==> config.mk <==
export PLATFORM = sky130hd
export DESIGN_NAME = pwm_tmr
export DESIGN_NICKNAME = d
export VERILOG_FILES = /design/src/rtl/pwm_tmr_pkg.sv /design/src/rtl/pwm_tmr_counter.sv /design/src/rtl/pwm_tmr_channel.sv /design/src/rtl/pwm_tmr_flag.sv /design/src/rtl/pwm_tmr.sv
export SDC_FILE = /design/constraint.sdc
export NUM_CORES = 1
export LEC_CHECK = 0
export CAP_MARGIN = 20
export CELL_PAD_IN_SITES_DETAIL_PLACEMENT = 1
export CELL_PAD_IN_SITES_GLOBAL_PLACEMENT = 1
export CORE_ASPECT_RATIO = 1.4
export CORE_MARGIN = 2
export CORE_UTILIZATION = 40
export DETAILED_ROUTE_END_ITERATION = 12
export DONT_BUFFER_PORTS = 1
export HOLD_SLACK_MARGIN = 0.06
export PLACE_DENSITY = 0.77
export RECOVER_POWER = 25
export SLEW_MARGIN = 10
export SYNTH_ARGS = -nofsm -noshare
export SYNTH_HDL_FRONTEND = slang
export SYNTH_SLANG_ARGS = --single-unit
==> constraint.sdc <==
create_clock -name clk_i -period 2.6 [get_ports clk_i]
set_clock_uncertainty 0.2 [all_clocks]
set_input_delay 0.39 -clock clk_i [delete_from_list [all_inputs] [get_ports clk_i]]
set_output_delay 0.39 -clock clk_i [all_outputs]
set_load 0.03 [all_outputs]
==> src/rtl/pwm_tmr_pkg.sv <==
package pwm_tmr_pkg;
  typedef enum logic [1:0] {
    PIN_HOLD = 2'd0,
    PIN_SET  = 2'd1,
    PIN_CLR  = 2'd2
  } pin_act_e;
endpackage

==> src/rtl/pwm_tmr_counter.sv <==
module pwm_tmr_counter #(
  parameter int unsigned CNT_W = 8
) (
  input  logic             clk_i,
  input  logic             rst_ni,
  input  logic             mod_we_i,
  input  logic [CNT_W-1:0] mod_wdata_i,
  output logic [CNT_W-1:0] cnt_o,
  output logic             ovf_evt_o
);
  localparam logic [CNT_W-1:0] MOD_RST = '1;

  logic [CNT_W-1:0] cnt_q, mod_q;

  assign ovf_evt_o = (cnt_q == mod_q);
  assign cnt_o     = cnt_q;

  always_ff @(posedge clk_i or negedge rst_ni) begin
    if (!rst_ni) begin
      cnt_q <= '0;
      mod_q <= MOD_RST;
    end else begin
      cnt_q <= ovf_evt_o ? '0 : cnt_q + 1'b1;
      if (mod_we_i) mod_q <= mod_wdata_i;
    end
  end
endmodule

==> src/rtl/pwm_tmr_channel.sv <==
module pwm_tmr_channel #(
  parameter int unsigned CNT_W = 8
) (
  input  logic             clk_i,
  input  logic             rst_ni,
  input  logic [CNT_W-1:0] cnt_i,
  input  logic             ovf_evt_i,
  input  logic             cmp_we_i,
  input  logic [CNT_W-1:0] cmp_wdata_i,
  input  logic             set_en_i,
  input  logic             force_i,
  output logic             cmp_evt_o,
  output logic             pwm_o
);
  import pwm_tmr_pkg::*;

  logic [CNT_W-1:0] cmp_q;
  logic             pin_q;
  pin_act_e         act;

  assign cmp_evt_o = (cnt_i == cmp_q);

  // overflow-set outranks compare-clear when both land together
  always_comb begin
    if (force_i || (ovf_evt_i && set_en_i)) act = PIN_SET;
    else if (cmp_evt_o)                     act = PIN_CLR;
    else                                    act = PIN_HOLD;
  end

  always_ff @(posedge clk_i or negedge rst_ni) begin
    if (!rst_ni) begin
      cmp_q <= '0;
      pin_q <= 1'b0;
    end else begin
      if (cmp_we_i) cmp_q <= cmp_wdata_i;
      unique case (act)
        PIN_SET: pin_q <= 1'b1;
        PIN_CLR: pin_q <= 1'b0;
        default: pin_q <= pin_q;
      endcase
    end
  end

  assign pwm_o = pin_q;
endmodule

==> src/rtl/pwm_tmr_flag.sv <==
module pwm_tmr_flag (
  input  logic clk_i,
  input  logic rst_ni,
  input  logic evt_i,
  input  logic clr_i,
  input  logic irq_en_i,
  output logic flag_o,
  output logic irq_o
);
  logic flag_q, irq_q;

  always_ff @(posedge clk_i or negedge rst_ni) begin
    if (!rst_ni) begin
      flag_q <= 1'b0;
      irq_q  <= 1'b0;
    end else begin
      flag_q <= evt_i | (flag_q & ~clr_i);
      irq_q  <= evt_i & irq_en_i;
    end
  end

  assign flag_o = flag_q;
  assign irq_o  = irq_q;
endmodule

==> src/rtl/pwm_tmr.sv <==
module pwm_tmr #(
  parameter int unsigned CNT_W = 8
) (
  input  logic             clk_i,
  input  logic             rst_ni,
  input  logic             mod_we_i,
  input  logic [CNT_W-1:0] mod_wdata_i,
  input  logic             cmp_we_i,
  input  logic [CNT_W-1:0] cmp_wdata_i,
  input  logic             ovf_set_en_i,
  input  logic             force_max_i,
  input  logic             ovf_irq_en_i,
  input  logic             cmp_irq_en_i,
  input  logic             ovf_clr_i,
  input  logic             cmp_clr_i,
  output logic             pwm_o,
  output logic             ovf_flag_o,
  output logic             cmp_flag_o,
  output logic             ovf_irq_o,
  output logic             cmp_irq_o
);
  localparam int unsigned N_EVT = 2;

  logic [CNT_W-1:0] cnt;
  logic             ovf_evt, cmp_evt;
  logic [N_EVT-1:0] evt, clr, irq_en, flag, irq;

  pwm_tmr_counter #(.CNT_W(CNT_W)) i_counter (
    .clk_i      (clk_i),
    .rst_ni     (rst_ni),
    .mod_we_i   (mod_we_i),
    .mod_wdata_i(mod_wdata_i),
    .cnt_o      (cnt),
    .ovf_evt_o  (ovf_evt)
  );

  pwm_tmr_channel #(.CNT_W(CNT_W)) i_channel (
    .clk_i      (clk_i),
    .rst_ni     (rst_ni),
    .cnt_i      (cnt),
    .ovf_evt_i  (ovf_evt),
    .cmp_we_i   (cmp_we_i),
    .cmp_wdata_i(cmp_wdata_i),
    .set_en_i   (ovf_set_en_i),
    .force_i    (force_max_i),
    .cmp_evt_o  (cmp_evt),
    .pwm_o      (pwm_o)
  );

  assign evt    = {cmp_evt, ovf_evt};
  assign clr    = {cmp_clr_i, ovf_clr_i};
  assign irq_en = {cmp_irq_en_i, ovf_irq_en_i};

  for (genvar g = 0; g < N_EVT; g++) begin : g_flag
    pwm_tmr_flag i_flag (
      .clk_i   (clk_i),
      .rst_ni  (rst_ni),
      .evt_i   (evt[g]),
      .clr_i   (clr[g]),
      .irq_en_i(irq_en[g]),
      .flag_o  (flag[g]),
      .irq_o   (irq[g])
    );
  end

  assign ovf_flag_o = flag[0];
  assign cmp_flag_o = flag[1];
  assign ovf_irq_o  = irq[0];
  assign cmp_irq_o  = irq[1];
endmodule

Word level (Yosys, flattened, before mapping). Cells that the tools add are included. W data, S select, Z words.

Register bits after elaboration: 29.

Add/sub/neg operators: 1. Equality and inequality tests: 4. Mux-type cells: 4. Bitwise operators: 8. Reductions and logical operators: 3.

Operator list (count): $eq A8 B8 Y1 (2); $add A8 B1 Y8 const B (1); $mux W8 (1); $and A1 B1 Y1 (4); $mux W2 (2); $eq A2 B1 Y1 const B (1); $eq A2 B2 Y1 const B (1); $not A1 Y1 (2); $or A1 B1 Y1 (2); $pmux W1 S2 (1); $reduce_bool A2 Y1 (1); $logic_and A1 B1 Y1 (1); $logic_or A1 B1 Y1 (1).

Logic depth before layout (Yosys ltp). Gate-level depths: netlist of the first run.

Depth in word-level cells: 6. Mapped depth: 5. Gate-level depth less buffers: 4.

Cells and area by module. A second synthesis of the first run with hierarchy kept.

Cell total of the unflattened synthesis: 103. Area total of the unflattened synthesis: 1355.0 µm².

Modules (own cells, without submodules): pwm_tmr_counter (times used 1, cells each 61, area each 793.3 µm², seq. area each 410.4 µm²); pwm_tmr_channel (times used 1, cells each 32, area each 426.7 µm², seq. area each 225.2 µm²); pwm_tmr_flag (times used 2, cells each 5, area each 67.6 µm², seq. area each 50.0 µm²).

Least setup slack after synthesis of the first run. OpenSTA, ideal clock, no wires.

Path kind: reg-to-reg. Start: register i_counter.cnt_q[5] (netlist: i_counter.cnt_o[5]). End: register i_channel.pin_q (netlist: i_channel.pwm_o). Setup time: 126 ps. Arrival time: 1217 ps. Setup slack: 1057 ps. Stages on the path, launching flop included: 5. Buffers on the path: 0. Cells stage by stage: dfrtp_1 -> xor2_1 -> nor4_2 -> nand2_1 -> a221o_1.

Cells in the longest elaborated chain, start to end: 6. Elaborated cells on any way between the ends: 10.

RTL lines: from (decl) (line pwm_tmr_counter.sv:13) `logic [CNT_W-1:0] cnt_q, mod_q;`; from (signal assigned) (line pwm_tmr_counter.sv:23) `cnt_q <= ovf_evt_o ? '0 : cnt_q + 1'b1;`; $eq A8 B8 Y1 (line pwm_tmr_counter.sv:15) `assign ovf_evt_o = (cnt_q == mod_q);`; $logic_and A1 B1 Y1 (line pwm_tmr_channel.sv:25) `if (force_i || (ovf_evt_i && set_en_i)) act = PIN_SET;`; $logic_or A1 B1 Y1 (line pwm_tmr_channel.sv:25); $mux W2 * (line pwm_tmr_channel.sv:25); $eq A2 B2 Y1 or $eq A2 B1 Y1 (tied branches) (line pwm_tmr_channel.sv:36) `unique case (act)`; $pmux W1 S2 or $reduce_bool A2 Y1 (tied branches); to (signal assigned) (line pwm_tmr_channel.sv:39) `default: pin_q <= pin_q;`; to (decl) (line pwm_tmr_channel.sv:18) `logic pin_q;`.

Every way passes the cells marked *; elsewhere a longest branch is shown, timed or not. A chain may end at the register's enable or synchronous reset.

Final worst setup path of the first run.
Start: register i_counter.cnt_q[1] (netlist: i_counter.cnt_o[1]). End: register i_channel.pin_q (netlist: i_channel.pwm_o).

Same word-level chain as after synthesis.

==> flow_metrics.tcl, run 1 <==
set metrics [dict create \
    nets 161 \
    holdCritStartpoint "cmp_we_i" \
    grt_pass1_wl_um 4770 \
    drv_cap 1 \
    required_ns 2.57 \
    path_buf_inv 1 \
    routed_wirelength_um 2980 \
    wl_per_cell_um 17.2 \
    setup_tns_ns 0 \
    worstPathMaxFanout 4 \
    cts_tree "built" \
    min_path_type "in -> reg" \
    grt_overflow 0 \
    grt_max_degree 30 \
    criticalPathCategory "reg -> reg" \
    std_cell_rows 24 \
    syn_inst 99 \
    rsz0062_at_grt "false" \
    violations "max-capacitance violations, max-slew violations" \
    fmax_ghz 0.439 \
    start_kind "flop" \
    ys_types 23 \
    ys_ff_latch 29 \
    ios 31 \
    cp_slowest_stage_delay_ns 0.56 \
    end_kind "flop" \
    die_w_um 52.3 \
    ant_nets 0 \
    worstPathCellList "xor2_1, nor4_2, nand2_1, a221o_1, dlygate4sd3_1" \
    critPathSlowestCell "dlygate4sd3_1" \
    drt_iter0_drc 10 \
    grt_usage 0.187 \
    design.die.area_mm2 0.00374 \
    cp-startpoint "i_counter.cnt_o[1]" \
    reg2reg_from "i_counter.cnt_o[1]" \
    grt_pass1_vias 985 \
    drive_above_1_share 0.261 \
    antenna_found_initial 0 \
    htreeDepth 2 \
    clk_pin_slew_ns 0.06 \
    layout_min_cycle_time_ns 2.28 \
    final-setup-viol-count 0 \
    start_util 0.417 \
    maxSlewViolCount 30 \
    port_buffers 0 \
    antenna_cells 0 \
    avgSynthCellArea_um2 13.2 \
    clockRootBuffer "clkbuf_8" \
    drc 0 \
    num_vias 839 \
    syn_area_mm2 0.00130 \
    coreArea_mm2 0.00312 \
    cts_sinks 29 \
    crit_arrival_ns 2.24 \
    die_h_um 71.6 \
    slew_headroom -0.00698 \
    hold_viol_final 0 \
    critPathTopFamily "buffers and inverters" \
    hpwlAfterDp_um 1780 \
    yosys_warnings 0 \
    yosysSeqAreaShare 0.564 \
    cts_buffer_depth 2 \
    p_leak_nw 0.703 \
    min_period_over_period 0.875 \
    cts_setup_buffers 0 \
    syn2layout_area_growth_pct 32.4 \
    drt_pass1_iterations 4 \
    via_per_inst 4.85 \
    gp_congestion 0.743 \
    clk_latency_ns 0.29 \
    power_mw 1.45 \
    tightest_slew_ns 1.51 \
    holdWs_ns 0.0685 \
    status "finished with violations" \
    ir_drop_uv 513 \
    powerDensity_mw_per_mm2 841 \
    syn_nets 126 \
    cts_buffers 5 \
]
## placed cells by master, fill, tap and decap left out
cell type	count
nand4_1	2
mux2_2	16
and3_2	2
xor2_1	12
nor4_2	2
dfstp_2	8
o22ai_1	1
clkbuf_8	6
o21ai_0	1
clkbuf_1	2
nor2_2	1
a221o_1	1
nand2_1	1
and2_1	1
nor2_1	7
nor2b_1	1
dfrtp_1	21
ha_1	1
nand3_1	4
and3_1	1
xnor2_1	10
dlygate4sd3_1	31
inv_1	2
## final timing paths
kind | endpoint | slack, ns | cells after the start
setup / recovery | i_channel.pwm_o | 0.32 | 5
hold / removal | i_channel.cmp_q[1] | 0.07 | 1
max in group asynchronous | i_channel.cmp_q[1] | 0.51 | 2
setup reg to reg | i_channel.pwm_o | 0.32 | 5
min in group asynchronous | g_flag[1].i_flag.flag_o | 0.81 | 2
hold reg to reg | i_channel.cmp_q[2] | 0.34 | 1
## cells by family after synthesis
family / share of synthesized area
AND/OR/NAND/NOR: 0.0979
adder cells (fa/ha/maj): 0.00960
AO/OA/AOI/OAI: 0.0163
buffers and inverters: 0.0259
XOR/XNOR: 0.148
flip-flops: 0.564
multiplexers: 0.138
## per-layer routing
layer	wire length, µm	track usage	part of all wire	up-vias
li1	-	-	-	399
met1	1090	0.195	0.36	415
met2	1700	0.322	0.57	20
met3	131	0.0813	0.044	5
met4	59	0.0769	0.020	0
met5	0	0	0	-
## metrics by stage
stage | instances | cell area, µm² | utilization | setup slack (ns)
after floorplan | 99 | 1300 | - | 1.06
after CTS | 168 | 1690 | 0.542 | 0.318
after global placement | 134 | 1330 | 0.425 | 0.903
after detailed placement | 134 | 1330 | 0.425 | 0.857
after global routing | 173 | 1730 | 0.553 | 0.151
final | 173 | 1730 | 0.553 | 0.324
## registers in the layout, indices dropped and copies added (netlist names)
name	cells
i_channel.cmp_q	8
i_counter.cnt_o	8
i_counter.mod_q	8
g_flag.i_flag.flag_o	2
g_flag.i_flag.irq_o	2
i_channel.pwm_o	1
## report_power, final
group          total [mW]  leakage (nW)  internal (mW)  switching, mW
clock network       0.372        0.0443          0.209          0.163
registers           0.691         0.338          0.551          0.140
logic               0.388         0.321          0.220          0.168
total                1.45         0.703          0.981          0.471
## final cells by class
class,count,area (µm²)
repair buffers,32,314
multi-input cells,64,534
well taps,39,48.8
flip-flops and latches,29,736
inverters,2,7.51
clock buffers,7,86.3
fillers,318,1400
## repair_timing
action,4_1_cts,5_1_grt
hold endpoints to repair,46,5
gates resized for setup,0,0
hold buffers,27,5
## synthesized netlist by cell type
master,instances,area (µm²)
a221o_1,1,10.0
and2_1,1,6.26
and3_1,1,6.26
and3_2,2,15.0
buf_4,1,7.51
buf_6,1,11.3
clkbuf_1,2,7.51
dfrtp_1,21,526
dfstp_2,8,210
ha_1,1,12.5
inv_1,2,7.51
mux2_2,16,180
nand2_1,1,3.75
nand3_1,4,20.0
nand4_1,2,12.5
nor2_1,7,26.3
nor2_2,1,6.26
nor2b_1,1,6.26
nor4_2,2,25.0
o21ai_0,1,5.00
o22ai_1,1,6.26
xnor2_1,10,87.6
xor2_1,12,105
## worst register-to-register path: stages, from the launching register on
cell	delay (ns)
dfrtp_1	0.44
xor2_1	0.18
nor4_2	0.38
nand2_1	0.12
a221o_1	0.29
dlygate4sd3_1	0.56
Power figures use the tool's default switching activity.
==> run 2: changes to the inputs <==
- REMOVE_ABC_BUFFERS: default -> 1
==> run 2 against run 1 <==
Against the previous run: power grew 0.31%; the flow still finishes with violations (max-capacitance violations, max-slew violations); combinational power is 2% higher; non-clock buffer count grew 5; sequential share of layout area down 1.2 points; global-route usage rose by 0.051 points; critical path depth did not move; cell area up 2.9%; count of clock-buffer cells in the layout decreased by 2; setup slack got worse by 0.043 ns; register-to-register slack lost 0.04 ns; first-iteration DRC count down 10%; via count rose by 6.7%.
==> flow_metrics.tcl, run 2 (synthesis results as in run 1) <==
set metrics [dict create \
    status "finished with violations" \
    violations "max-capacitance violations, max-slew violations" \
    ios 31 \
    clk_latency_ns 0.29 \
    antenna_found_initial 0 \
    cts_buffer_depth 2 \
    num_vias 895 \
    via_per_inst 5.00 \
    grt_pass1_vias 1053 \
    grt_overflow 0 \
    drt_iter0_drc 9 \
    layout_min_cycle_time_ns 2.32 \
    cts_tree "built" \
    antenna_cells 0 \
    cts_buffers 5 \
    wl_per_cell_um 17.0 \
    gp_congestion 0.718 \
    powerDensity_mw_per_mm2 820 \
    fillers 321 \
    final_common_cell "dlygate4sd3_1" \
    slew_headroom -0.0407 \
    grt_max_degree 30 \
    coreArea_mm2 0.00312 \
    required_ns 2.57 \
    routed_wirelength_um 3040 \
    syn2layout_area_growth_pct 36.3 \
    min_period_over_period 0.892 \
    grt_pass1_wl_um 4930 \
    final-setup-viol-count 0 \
    drive_above_1_share 0.264 \
    htreeDepth 2 \
    die_w_um 52.3 \
    hold_viol_final 0 \
    p_leak_nw 0.724 \
    port_buffers 0 \
    fmax_ghz 0.431 \
    drt_pass1_iterations 4 \
    end_kind "flop" \
    final_util 0.569 \
    critPathTopFamily "buffers and inverters" \
    post-place-cells 134 \
    maxSlewViolCount 30 \
    layout_common_cells "36 x dlygate4sd3_1, 21 x dfrtp_1, 16 x mux2_2, 12 x xor2_1, 10 x xnor2_1" \
    std_cell_rows 24 \
    ant_nets 0 \
    path_buf_inv 1 \
    worstPathCellList "xor2_1, nor4_2, nand2_1, a221o_1, dlygate4sd3_1" \
    design.die.area_mm2 0.00374 \
    clockRootBuffer "clkbuf_8" \
    design_area_mm2 0.00178 \
    grt_usage 0.188 \
    nets 166 \
    ir_drop_uv 521 \
    worstPathMaxFanout 4 \
    crit_arrival_ns 2.29 \
    drv_cap 1 \
    cts_sinks 29 \
    die_h_um 71.6 \
    min_path_type "in -> reg" \
    criticalPathCategory "reg -> reg" \
    clk_pin_slew_ns 0.07 \
    critPathSlowestCell "dlygate4sd3_1" \
    start_util 0.417 \
    setup_tns_ns 0 \
    cp_slowest_stage_delay_ns 0.55 \
    start_kind "flop" \
    rsz0062_at_grt "false" \
    cts_setup_buffers 0 \
    placed_cell_area_mm2 0.00133 \
    hpwlAfterDp_um 1770 \
    drc 0 \
    tightest_slew_ns 1.56 \
    final_cells 179 \
]
run 2: cell types whose count changed in the layout (fill, tap and decap cells not counted):
cell	before	now
clkinvlp_4	0	1
clkbuf_8	6	5
dlygate4sd3_1	31	36
clkbuf_1	2	1
clkinv_2	0	2
run 2: layer usage:
metal  share of wire  GRT usage
met5               0          0
met4           0.037      0.108
met3           0.047     0.0583
met2            0.57      0.336
met1            0.35      0.183
run 2: metrics by stage:
step / hold slack, ns / worst slack, ns / total power [mW]
6_report: 0.0680 / 0.282 / 1.46
5_1_grt: 0.0641 / 0.190 / 1.54
4_1_cts: 0.0625 / 0.322 / 1.47
3_5_place_dp: -0.105 / 0.881 / 1.03
3_3_place_gp: -0.105 / 0.927 / 1.00
2_1_floorplan: -0.106 / 1.06 / 0.939
run 2: cell type report:
| cell class | count | area [µm²] | area share |
|---|---|---|---|
| Sequential cell | 29 | 736 | 0.414 |
| Clock buffer | 5 | 68.8 | 0.0387 |
| Tap cell | 39 | 48.8 | 0.0275 |
| Clock inverter | 3 | 17.5 | 0.00986 |
| Multi-Input combinational cell | 64 | 534 | 0.301 |
| Timing Repair Buffer | 37 | 364 | 0.205 |
| Inverter | 2 | 7.51 | 0.00423 |
run 2: report_power, final:
part           switching (mW)  total (mW)  internal [mW]
Combinational           0.167       0.397          0.230
Clock                   0.182       0.366          0.184
Sequential              0.142       0.693          0.550
run 2: path summary, 6_finish.rpt:
kind	start	endpoint	slack, ns	depth (start not counted)
max	i_counter.cnt_o[1]	i_channel.pwm_o	0.28	5
min	mod_we_i	i_counter.mod_q[5]	0.07	1
max reg2reg	i_counter.cnt_o[1]	i_channel.pwm_o	0.28	5
min reg2reg	i_counter.cnt_o[0]	i_counter.cnt_o[0]	0.38	1
max in group asynchronous	rst_ni	i_channel.cmp_q[0]	0.44	2
min in group asynchronous	rst_ni	g_flag[1].i_flag.flag_o	0.84	2
run 2: timing repair:
item | in CTS | in global routing
endpoints found under the hold margin | 49 | 0
hold buffers | 37 | 0
gates resized for setup | 0 | 0
